### config.mk
export PLATFORM = sky130hd
export DESIGN_NAME = flash_addr_seq
export DESIGN_NICKNAME = d
export VERILOG_FILES = /design/src/rtl/fas_pkg.sv /design/src/rtl/fas_addr_mux.sv /design/src/rtl/fas_wait_ctr.sv /design/src/rtl/flash_addr_seq.sv
export SDC_FILE = /design/constraint.sdc
export NUM_CORES = 1
export LEC_CHECK = 0
export CAP_MARGIN = 20
export CORE_ASPECT_RATIO = 0.75
export CORE_MARGIN = 5
export CORE_UTILIZATION = 49
export CTS_CLUSTER_DIAMETER = 80
export DETAILED_ROUTE_END_ITERATION = 12
export PLACE_DENSITY = 0.78
export SLEW_MARGIN = 5
export SYNTH_ARGS = -nofsm -noshare
export SYNTH_HDL_FRONTEND = slang
export SYNTH_SLANG_ARGS = --single-unit
### constraint.sdc
create_clock -name clk -period 2.8 [get_ports clk]
set_input_delay 0.84 -clock clk [delete_from_list [all_inputs] [get_ports clk]]
set_output_delay 0.84 -clock clk [all_outputs]
set_load 0.005 [all_outputs]
### src/rtl/fas_pkg.sv
`timescale 1ns/1ps
package fas_pkg;
  typedef enum logic [2:0] {
    ST_IDLE,
    ST_ADDR,
    ST_WDAT,
    ST_RDAT,
    ST_DONE
  } fas_state_e;

  typedef logic [1:0] fas_phase_t;
  localparam fas_phase_t PH_SETUP = 2'd0;
  localparam fas_phase_t PH_EDGE  = 2'd1;
  localparam fas_phase_t PH_HOLD  = 2'd2;

  function automatic fas_phase_t next_phase(input fas_phase_t p);
    return (p == PH_HOLD) ? PH_SETUP : fas_phase_t'(p + 2'd1);
  endfunction
endpackage

### src/rtl/fas_addr_mux.sv
`timescale 1ns/1ps
module fas_addr_mux #(
  parameter int ADDR_W = 20,
  parameter int BUS_W  = 8,
  parameter int NB     = 3,
  parameter int IDX_W  = 2
) (
  input  logic [ADDR_W-1:0] addr,
  input  logic [IDX_W-1:0]  sel,
  output logic [BUS_W-1:0]  lane
);
  localparam int PAD_W = NB * BUS_W;

  logic [PAD_W-1:0] padded;
  logic [BUS_W-1:0] lanes [NB];

  assign padded = PAD_W'(addr);

  // lane k is presented k-th: most significant byte at k = 0
  for (genvar k = 0; k < NB; k++) begin : g_lane
    assign lanes[k] = padded[(NB-1-k)*BUS_W +: BUS_W];
  end

  always_comb begin
    lane = '0;
    for (int k = 0; k < NB; k++) begin
      if (sel == IDX_W'(k)) lane = lanes[k];
    end
  end
endmodule

### src/rtl/fas_wait_ctr.sv
`timescale 1ns/1ps
module fas_wait_ctr #(
  parameter int WAIT_W = 4
) (
  input  logic              clk,
  input  logic              rst_n,
  input  logic              load,
  input  logic [WAIT_W-1:0] load_val,
  input  logic              dec,
  output logic              expired
);
  logic [WAIT_W-1:0] cnt_q;

  always_ff @(posedge clk or negedge rst_n) begin
    if (!rst_n)             cnt_q <= '0;
    else if (load)          cnt_q <= load_val;
    else if (dec && !expired) cnt_q <= cnt_q - WAIT_W'(1);
  end

  assign expired = (cnt_q == '0);
endmodule

### src/rtl/flash_addr_seq.sv
`timescale 1ns/1ps
module flash_addr_seq
  import fas_pkg::*;
#(
  parameter int ADDR_W = 20,
  parameter int BUS_W  = 8,
  parameter int WAIT_W = 4
) (
  input  logic                              clk,
  input  logic                              rst_n,
  input  logic                              req_valid,
  input  logic                              req_write,
  input  logic [ADDR_W-1:0]                 req_addr,
  input  logic [BUS_W-1:0]                  req_wdata,
  input  logic [WAIT_W-1:0]                 req_wait,
  output logic                              busy,
  output logic                              done,
  output logic [BUS_W-1:0]                  rd_data,
  output logic [BUS_W-1:0]                  bus_out,
  input  logic [BUS_W-1:0]                  bus_in,
  output logic                              bus_oe,
  output logic [(ADDR_W+BUS_W-1)/BUS_W-1:0] addr_stb,
  output logic                              mem_we,
  output logic                              mem_re
);
  localparam int NB    = (ADDR_W + BUS_W - 1) / BUS_W;
  localparam int IDX_W = (NB > 1) ? $clog2(NB) : 1;

  fas_state_e        state_q;
  fas_phase_t        ph_q;
  logic [IDX_W-1:0]  idx_q;
  logic [ADDR_W-1:0] addr_q;
  logic [BUS_W-1:0]  wd_q;
  logic [BUS_W-1:0]  rd_q;
  logic [WAIT_W-1:0] wait_q;
  logic              wr_q;

  // named internal events
  logic             take_req;
  logic             last_byte;
  logic             addr_end;
  logic             rd_sample;
  logic             wait_over;
  logic [BUS_W-1:0] addr_lane;

  assign take_req  = (state_q == ST_IDLE) && req_valid;
  assign last_byte = (idx_q == IDX_W'(NB-1));
  assign addr_end  = (state_q == ST_ADDR) && (ph_q == PH_HOLD) && last_byte;
  assign rd_sample = (state_q == ST_RDAT) && wait_over;

  fas_addr_mux #(
    .ADDR_W(ADDR_W), .BUS_W(BUS_W), .NB(NB), .IDX_W(IDX_W)
  ) u_mux (
    .addr(addr_q), .sel(idx_q), .lane(addr_lane)
  );

  fas_wait_ctr #(.WAIT_W(WAIT_W)) u_wait (
    .clk(clk), .rst_n(rst_n),
    .load(addr_end && !wr_q), .load_val(wait_q),
    .dec(state_q == ST_RDAT), .expired(wait_over)
  );

  always_ff @(posedge clk or negedge rst_n) begin
    if (!rst_n) begin
      state_q <= ST_IDLE;
      ph_q    <= PH_SETUP;
      idx_q   <= '0;
      addr_q  <= '0;
      wd_q    <= '0;
      rd_q    <= '0;
      wait_q  <= '0;
      wr_q    <= 1'b0;
    end else begin
      unique case (state_q)
        ST_IDLE: if (take_req) begin
          addr_q  <= req_addr;
          wd_q    <= req_wdata;
          wr_q    <= req_write;
          wait_q  <= req_wait;
          idx_q   <= '0;
          ph_q    <= PH_SETUP;
          state_q <= ST_ADDR;
        end
        ST_ADDR: begin
          ph_q <= next_phase(ph_q);
          if (ph_q == PH_HOLD) begin
            if (last_byte) state_q <= wr_q ? ST_WDAT : ST_RDAT;
            else           idx_q   <= idx_q + IDX_W'(1);
          end
        end
        ST_WDAT: begin
          ph_q <= next_phase(ph_q);
          if (ph_q == PH_HOLD) state_q <= ST_DONE;
        end
        ST_RDAT: if (rd_sample) begin
          rd_q    <= bus_in;
          state_q <= ST_DONE;
        end
        ST_DONE: state_q <= ST_IDLE;
        default: state_q <= ST_IDLE;
      endcase
    end
  end

  for (genvar j = 0; j < NB; j++) begin : g_stb
    assign addr_stb[j] = (state_q == ST_ADDR) && (ph_q == PH_EDGE) &&
                         (idx_q == IDX_W'(NB-1-j));
  end

  always_comb begin
    bus_out = '0;
    if (state_q == ST_ADDR)      bus_out = addr_lane;
    else if (state_q == ST_WDAT) bus_out = wd_q;
  end

  assign bus_oe  = (state_q == ST_ADDR) || (state_q == ST_WDAT);
  assign mem_we  = (state_q == ST_WDAT) && (ph_q == PH_EDGE);
  assign mem_re  = (state_q == ST_RDAT);
  assign busy    = (state_q != ST_IDLE);
  assign done    = (state_q == ST_DONE);
  assign rd_data = rd_q;

  AST_RESET_QUIET: assert property (@(posedge clk)
    !rst_n |-> !busy && !done && !bus_oe && (addr_stb == '0));
  AST_TAKE_BUSY: assert property (@(posedge clk) disable iff (!rst_n)
    take_req |=> busy && !done);
  AST_STB_ONEHOT: assert property (@(posedge clk) disable iff (!rst_n)
    $onehot0(addr_stb));
  AST_STB_SETUP: assert property (@(posedge clk) disable iff (!rst_n)
    (addr_stb != '0) |-> bus_oe && $stable(bus_out));
  AST_STB_HOLD: assert property (@(posedge clk) disable iff (!rst_n)
    (addr_stb != '0) |=> bus_oe && $stable(bus_out));
  AST_WE_STABLE: assert property (@(posedge clk) disable iff (!rst_n)
    mem_we |-> bus_oe && $stable(bus_out));
  AST_WE_HOLD: assert property (@(posedge clk) disable iff (!rst_n)
    mem_we |=> bus_oe && $stable(bus_out) && !mem_we);
  AST_RE_RELEASED: assert property (@(posedge clk) disable iff (!rst_n)
    mem_re |-> !bus_oe && !mem_we);
  AST_DONE_PULSE: assert property (@(posedge clk) disable iff (!rst_n)
    done |=> !done && !busy);
  AST_RD_HELD: assert property (@(posedge clk) disable iff (!rst_n)
    !rd_sample |=> $stable(rd_data));
endmodule

# After elaboration in Yosys (flattened, before gate mapping)
# Cells that the tools add are included.
[word_totals]
register_bits = 52
[classes]
add_sub_neg = 3
n_eq_ne = 14
mux = 20
reduce_logical = 27
[ops]
columns = ["operator", "n"]
rows = [
  ["$mux 8", 4],
  ["$mux 3", 5],
  ["$mux 4", 3],
  ["$pmux 3 s4", 1],
  ["$logic_and 1x1->1", 11],
  ["$ne 2x2->1 const B", 5],
  ["$mux 2", 4],
  ["$pmux 2 s2", 2],
  ["$eq 3x2->1 const B", 2],
  ["$reduce_and 2->1", 3],
  ["$reduce_bool 2->1", 3],
  ["$reduce_and 5->1", 1],
  ["$add 2x1->2 const B", 2],
  ["$eq 2x1->1 const B", 2],
  ["$eq 2x2->1 const B", 2],
  ["$logic_not 4->1", 1],
  ["$reduce_and 4->1", 1],
  ["$sub 4x1->4 const B", 1],
  ["$eq 3x1->1 const B", 1],
  ["$eq 3x3->1 const B", 1],
  ["$logic_not 3->1", 1],
  ["$reduce_bool 3->1", 1],
  ["$logic_not 1->1", 2],
  ["$logic_not 2->1", 1],
  ["4 further kinds", 4],
]

# Logic depth before layout (Yosys ltp)
# Gate-level depths: netlist of run 1.
[logic_depth]
depth_word = 5
depth_mapped = 7

# Modules after synthesis
# A second synthesis of run 1 with hierarchy kept.
[hier_totals]
hier_cells = 202
area_unflattened_um2 = 2695.1
[by_module_without_submodules]
columns = ["module", "instances", "cells_each", "area_per_inst_um2"]
rows = [
  ["flash_addr_seq", 1, 159, 2290.9],
  ["fas_wait_ctr", 1, 27, 270.3],
  ["fas_addr_mux", 1, 16, 133.9],
]

# Worst setup path after synthesis of run 1
# No wires, ideal clock.
[synth_path]
path_type = "flip-flop to output port"
from = "reg idx_q[0]"
to = "out bus_out[1]"
t_arrival_ns = 1.409
required_ns = 1.960
path_slack_ns = 0.551
stages_incl_launch_ff = 8
path_buffers = 2
path_cell_list = "dfrtp_1 > inv_1 > ha_1 > buf_2 > clkbuf_1 > a21oi_1 > o21ai_0 > a32o_1"
[synth_between]
elab_chain_cells = 5
[synth_lines]
columns = ["item", "line", "text"]
rows = [
  ["from (decl)", "flash_addr_seq.sv:31", "logic [IDX_W-1:0] idx_q;"],
  ["from (signal assigned)", "flash_addr_seq.sv:88", "else idx_q <= idx_q + IDX_W'(1);"],
  ["$logic_not 2->1", "fas_addr_mux.sv:27", "if (sel == IDX_W'(k)) lane = lanes[k];"],
  ["$mux 4", "fas_addr_mux.sv:27", ""],
  ["$mux 8", "fas_addr_mux.sv:27", ""],
  ["$mux 8 (*)", "fas_addr_mux.sv:27", ""],
  ["$mux 8 (*)", "flash_addr_seq.sv:112", "if (state_q == ST_ADDR) bus_out = addr_lane;"],
  ["to (decl)", "flash_addr_seq.sv:19", "output logic [BUS_W-1:0] bus_out,"],
]
# Mark *: on every way between the ends. The rest lies on a longest branch, timed or not.

# Worst setup path in the final report of run 1
[layout_path]
from = "reg idx_q[0]"
to = "out bus_out[6]"
[layout_between]
elab_chain_cells = 4
[layout_lines]
columns = ["item", "line"]
rows = [
  ["$eq 2x1->1", "fas_addr_mux.sv:27"],
  ["$mux 8", "fas_addr_mux.sv:27"],
  ["$mux 8 (*)", "fas_addr_mux.sv:27"],
  ["$mux 8 (*)", "flash_addr_seq.sv:112"],
]
# Marked as above.

==> reports/results.txt, run 1 <==
IO Port Bufs = 67
area share of the largest cell type after synthesis = 47.0%
Yosys warnings = 0
initial antenna violation count = 0
fin cells = 371
CTS Sinks = 52
clk_lat worst skew = 0.32 ns
CTS clk-pin slew, worst paths = 0.10 ns
Post-synth EDFFs = 0
Synth Register Bits = 52
first-pass GRT wire length = 10,300 um
crit path cell chain = inv_1 -> ha_2 -> buf_4 -> a22oi_1 -> o2bb2ai_1 -> clkdlybuf4s50_1
placer's final routability congestion estimate = 0.814
largest cells by area after synthesis = dfrtp_1, mux2_4, mux2_2
final setup vio count = 1
most instantiated library cell after synthesis = dfrtp_1
1st-iter DRT viols = 123
# hold bufs at CTS = 0
CTS tree = yes
Buf/Inv on CP = 3
period utilization = 101%
vias per cell = 5.43
initial core utilization = 51.2%
crit-path leading delay family = buffers and inverters
Die Y = 75.1 um
mean post-synth cell area = 12.9 sq um
CTS max path bufs = 2
post-synthesis cell count = 215
CP endpoint kind = primary output
final hold violations = 0
leakage power = 0.00161 uW
CP Class = flip-flop to primary output
main flop type after synthesis = dfrtp_1
VDD IR max = 0.507 mV
die width = 96.8 um
Final Routed Wirelength = 6410 um
min-delay worst type = flip-flop to flip-flop
max-cap violation count = 0
post-route antenna net violation count = 0
nets@finish = 343
Power Density = 1060 mW/mm^2
Slew headroom = 56.3%
Synth cell types = 49
site row count = 23
slowest stage delay, CP = 0.53 ns
RSZ-0062 raised after global routing = true
failing checks = negative setup slack
slowest CP cell = clkdlybuf4s50_1
dpl cells = 360
syn_nets = 263
register area share after synthesis = 47.0%
most frequent cells after synthesis = dfrtp_1, mux2_4, mux2_2, nand2_1, o21ai_0
final worst slack = -0.0151 ns
Final Skew = 0.00634 ns
area of the die = 0.00727 sq mm
vias = 2,013
Final Max Slew Viols = 0
WP data arrival = 1.98 ns
total CTS buffers = 5
total track usage = 17.8%
pre-CTS WS = 0.121 ns
core area = 0.00541 sq mm
Max Freq = 0.355 GHz
TritonRoute pass-1 iters = 4
CP required = 1.96 ns
wire per inst = 17.3 um
DRC viols = 0
critical path launch point type = flip-flop
Layout area overhead = 33.7%
crit-path max FO = 4
largest net degree at the start of global routing = 53
share of cells above drive strength 1 = 29.1%
asr flop ratio synth = 100%
DP Wirelength = 4640 um
# diodes = 0
Syn Std Cell Area = 0.00277 sq mm
H-tree levels = 2
status = finished with violations
GRT overflow = 0
vias in the first global route = 2,065
Root Driver = clkbuf_8
min Tclk post-route = 2.82 ns
post-synth top area cell = dfrtp_1
num ports = 68
Final TNS setup = -0.0151 ns
slew of the pin with the lowest slew margin = 0.655 ns
-- stage by stage --
step	total power [uW]	hold slack [ns]	instance area [sq um]	utilization (%)
2_1_floorplan	2660	0.473	2770	-
3_3_place_gp	3340	0.477	3550	65.6
3_5_place_dp	3400	0.486	3550	65.6
4_1_cts	3880	0.516	3660	67.7
5_1_grt	4160	0.531	3700	68.4
6_report	3920	0.514	3700	68.4
-- timing repair --
action | CTS | global route
setup endpoints to repair | 11 | 11
resized for setup | 11 | 8
setup buffers | 1 | 2
hold endpoints to repair | 0 | 0
pin swaps | 0 | 2
-- state kept, by name, summed over array words and instances (netlist names) --
signal,count
wd_q,8
ph_q,2
addr_q,20
rd_data,8
state_q,3
wr_q,1
wait_q,4
idx_q,2
u_wait.cnt_q,4
-- area by class of cell --
| type | instances | area, sq um |
|---|---|---|
| inverters | 6 | 22.5 |
| repair buffers | 86 | 833 |
| flip-flops and latches | 52 | 1300 |
| multi-input cells | 144 | 1360 |
| well taps | 75 | 93.8 |
| fillers | 429 | 1710 |
| clock inverters | 3 | 26.3 |
| clock buffers | 5 | 68.8 |
-- power breakdown --
part	switching (uW)	leakage (uW)	total [uW]	internal (uW)
registers	288	0.000621	1410	1120
clock network	275	0.0000423	457	182
logic	814	0.000945	2050	1240
total	1380	0.00161	3920	2540
-- cells by family (layout without fill, tap and decap cells) --
logic type | Yosys count | count (layout) | synth area share (%)
mux | 42 | 42 | 21.1
xor+xnor | 2 | 2 | 0.633
simple gates | 54 | 54 | 12.7
flops | 52 | 52 | 47.0
fa+ha+maj | 4 | 4 | 1.81
compound gates | 42 | 42 | 11.4
buf+inv | 19 | 100 | 5.38
-- worst reg2reg max path: cells and delay by family (launching register included) --
| kind | cells | cell delay (ns) |
|---|---|---|
| mux | 1 | 0.32 |
| simple gates | 2 | 0.51 |
| flops | 1 | 0.45 |
| buf+inv | 2 | 0.41 |
-- per-layer routing --
| metal | global-route usage (%) | wire length, um |
|---|---|---|
| met2 | 27.4 | 2870 |
| met4 | 6.07 | 57 |
| met1 | 24.4 | 3020 |
| met3 | 5.46 | 457 |
| met5 | 0 | 0 |
-- cell usage in the layout, fill, tap and decap left out, types with 2 or more instances in the layout --
| cell | count |
|---|---|
| a2bb2oi_1 | 2 |
| nand2b_1 | 6 |
| clkdlybuf4s50_1 | 60 |
| clkinvlp_4 | 2 |
| a21oi_1 | 3 |
| clkbuf_8 | 5 |
| a32o_1 | 4 |
| buf_12 | 2 |
| nor2b_4 | 2 |
| dlymetal6s2s_1 | 2 |
| mux2_2 | 10 |
| nor2_2 | 2 |
| dfrtp_1 | 52 |
| mux2_4 | 30 |
| a21oi_2 | 2 |
| nor3b_2 | 2 |
| o211ai_1 | 2 |
| a221oi_1 | 4 |
| buf_4 | 17 |
| nor3b_1 | 2 |
| and3_1 | 3 |
| dlygate4sd2_1 | 4 |
| inv_2 | 2 |
| nor3_1 | 4 |
| inv_1 | 4 |
| o2bb2ai_1 | 4 |
| nor2b_1 | 4 |
| xnor2_1 | 2 |
| nand3_1 | 3 |
| ha_1 | 3 |
| nor2_1 | 4 |
| o21ai_0 | 9 |
| a22oi_1 | 4 |
| a221o_1 | 2 |
| nand2_1 | 10 |
-- path summary, 6_finish.rpt --
path / startpoint / endpoint / slack [ns] / depth (start not counted)
min in group asynchronous: rst_n / wd_q[4]$_DFFE_PN0P_ / 0.62 / 2
max in group asynchronous: rst_n / u_wait.cnt_q[1]$_DFFE_PN0P_ / 1.73 / 2
worst min register to register: rd_data[6]$_DFFE_PN0P_ / rd_data[6]$_DFFE_PN0P_ / 0.51 / 1
worst min-delay path: rd_data[6]$_DFFE_PN0P_ / rd_data[6]$_DFFE_PN0P_ / 0.51 / 1
worst max-delay path: idx_q[0]$_DFFE_PN0P_ / bus_out[6] / -0.02 / 6
worst max register to register: state_q[2]$_DFFE_PN0P_ / wd_q[4]$_DFFE_PN0P_ / 1.01 / 5
Note: power is estimated with default switching activity, not from simulation.
==> inputs of run 2 (changes only) <==
--- a/config.mk
+++ b/config.mk
@@ -7,12 +7,13 @@
 export LEC_CHECK = 0
 export CAP_MARGIN = 20
 export CORE_ASPECT_RATIO = 0.75
-export CORE_MARGIN = 5
+export CORE_MARGIN = 3
 export CORE_UTILIZATION = 49
 export CTS_CLUSTER_DIAMETER = 80
 export DETAILED_ROUTE_END_ITERATION = 12
-export PLACE_DENSITY = 0.78
+export PLACE_DENSITY = 0.79
 export SLEW_MARGIN = 5
 export SYNTH_ARGS = -nofsm -noshare
 export SYNTH_HDL_FRONTEND = slang
+export SYNTH_HIERARCHICAL = 1
 export SYNTH_SLANG_ARGS = --single-unit
==> run 2 against run 1 <==
Effect of this change:
- the flow now finishes without violations
- global-route usage rose by 1.1 points
- via count is 7.6% lower
- highest routed layer unchanged
- largest power group unchanged
- wire length decreased by 9.5%
==> reports/results.txt, run 2 <==
most frequent cells in the layout = clkdlybuf4s50_1, dfrtp_1, mux2_4
Die Y = 70.2 um (-6.5%)
vias in the first global route = 1,883 (-8.8%)
final hold violations = 0 (unchanged)
crit-path max FO = 7 (+3)
min-delay worst type = flip-flop to flip-flop
final worst slack = 0.0660 ns (+0.0812 ns)
total CTS buffers = 5 (unchanged)
pre-CTS WS = 0.281 ns (+0.161 ns)
mean post-synth cell area = 13.3 sq um (+3.6%)
1st-iter DRT viols = 41 (-67%)
Final Routed Wirelength = 5800 um (-9.5%)
asr flop ratio synth = 100% (unchanged)
share of cells above drive strength 1 = 27.5% (-1.5 points)
area share of the largest cell type after synthesis = 48.3% (+1.3 points)
Final Max Slew Viols = 0 (unchanged)
DRC viols = 0 (unchanged)
Top reg by flops = addr_q
VDD IR max = 0.501 mV (-1.2%)
CTS max path bufs = 2 (unchanged)
critical path launch point type = flip-flop
max reg flops = 20 (unchanged)
CTS Sinks = 52 (unchanged)
min Tclk post-route = 2.73 ns (-0.0812 ns)
wire per inst = 16.7 um (-3.6%)
clk_lat worst skew = 0.30 ns (-0.02 ns)
H-tree levels = 2 (unchanged)
critical path launch point = idx_q[0]$_DFFE_PN0P_
vias per cell = 5.35 (-1.4%)
register area share after synthesis = 48.3% (+1.3 points)
largest net degree at the start of global routing = 32 (-40%)
CP Class = flip-flop to primary output
largest cells by area after synthesis = dfrtp_1, mux2_4, mux2_2
status = complete, no violations
Syn Std Cell Area = 0.00270 sq mm (-2.7%)
period utilization = 97.6% (-2.9 points)
CTS clk-pin slew, worst paths = 0.09 ns (about the same)
num ports = 68 (unchanged)
CP endpoint kind = primary output
Final Skew = 0.00678 ns (+0.000441 ns)
leakage power = 0.00160 uW (-0.27%)
placer's final routability congestion estimate = 0.844 (+3.6%)
syn_nets = 250 (-4.9%)
GRT overflow = 0 (unchanged)
Max Freq = 0.366 GHz (+3.0%)
Synth Register Bits = 52 (unchanged)
post-synthesis cell count = 202 (-6.0%)
first-pass GRT wire length = 9630 um (-6.7%)
Final TNS setup = 0 ns (+0.0151 ns)
Slew headroom = 60.7% (+4.4 points)
initial antenna violation count = 0 (unchanged)
post-synth top area cell = dfrtp_1
DP Wirelength = 4170 um (-10%)
r2r startpoint = idx_q[0]$_DFFE_PN0P_
total track usage = 18.9% (+1.1 points)
final setup vio count = 0 (-1)
Final Power = 3570 uW (-8.9%)
max-cap violation count = 0 (unchanged)
Min Hold Slack = 0.509 ns (-0.00556 ns)
nets@finish = 323 (-5.8%)
Hold Startpoint = rd_data[3]$_DFFE_PN0P_
die width = 91.6 um (-5.3%)
layout filler cell count = 383 (-11%)
core area = 0.00509 sq mm (-5.9%)
CTS tree = yes
CP required = 1.96 ns (about the same)
main flop type after synthesis = dfrtp_1
Layout area overhead = 32.5%
site row count = 22 (-4.3%)
# diodes = 0 (unchanged)
vias = 1,861 (-7.6%)
post-layout util = 70.1% (+1.7 points)
TritonRoute pass-1 iters = 4 (unchanged)
Yosys warnings = 6 (+6)
Synth cell types = 45 (-8.2%)
most frequent cells after synthesis = dfrtp_1, mux2_4, mux2_2
Power Density = 999 mW/mm^2 (-5.6%)
post-route antenna net violation count = 0 (unchanged)
initial core utilization = 52.9% (+1.7 points)
Root Driver = clkbuf_8
slew of the pin with the lowest slew margin = 0.589 ns (-0.0659 ns)
Post-synth EDFFs = 0 (unchanged)
leading cell type in the layout, fill and taps excluded = clkdlybuf4s50_1
IO Port Bufs = 67 (unchanged)
area of the die = 0.00644 sq mm (-11%)
WP data arrival = 1.89 ns (-0.09 ns)
most instantiated library cell after synthesis = dfrtp_1
==> run 2: critical path, cell delays in order, from the launching register on <==
cell	delay, ns
dfrtp_2	0.48
and2b_2	0.24
a22o_1	0.23
a22oi_1	0.15
nor2_1	0.06
clkdlybuf4s50_1	0.45
==> run 2: what timing repair did <==
item | 4_1_cts | 5_1_grt
buffers inserted | 1 | 2
setup endpoints to repair | 7 | 13
cloned | 0 | 0
hold buffers | 0 | 0
pin swaps | 0 | 2
resized for setup | 2 | 12
==> run 2: final timing paths <==
path                                               end  slack [ns]  depth (start not counted)
setup / recovery                            bus_out[4]        0.07                          5
hold / removal                  rd_data[3]$_DFFE_PN0P_        0.51                          1
setup reg to reg           u_wait/cnt_q[3]$_DFFE_PN0P_        0.82                          7
hold reg to reg                 rd_data[3]$_DFFE_PN0P_        0.51                          1
max in group asynchronous       state_q[1]$_DFFE_PN0P_        1.70                          2
min in group asynchronous       addr_q[11]$_DFFE_PN0P_        0.53                          1
==> run 2: final cells by class <==
type                            instances  area [sq um]  share of cell area [%]
Tap cell                               72          90.1                    2.52
Timing Repair Buffer                   78           791                    22.1
Clock buffer                            6          82.6                    2.31
Clock inverter                          2          10.0                   0.280
Sequential cell                        52          1310                    36.6
Inverter                                6          22.5                   0.631
Multi-Input combinational cell        132          1270                    35.5
==> run 2: logic make-up after synthesis <==
family / count (synthesis) / synth area share, %
simple gates: 47 / 11.4
flops: 52 / 48.3
mux: 46 / 23.2
fa+ha+maj: 4 / 1.86
compound gates: 35 / 10.2
buf+inv: 18 / 5.06
==> run 2: per-layer routing <==
metal	GRT usage, %	part of all wire (%)	vias up
li1	-	-	877
met1	27.8	49	931
met2	27.4	45	46
met3	4.52	4.6	7
met4	6.02	1.2	0
met5	0	0	-
==> run 2: power breakdown <==
group / internal (uW) / switching, uW
clock network: 198 / 239
logic: 1100 / 627
registers: 1120 / 284
==> run 2: stage by stage <==
step	instances	cell area (sq um)
3_3_place_gp	337	3420
3_5_place_dp	337	3420
5_1_grt	348	3570
2_1_floorplan	202	2700
4_1_cts	346	3520
6_report	348	3570
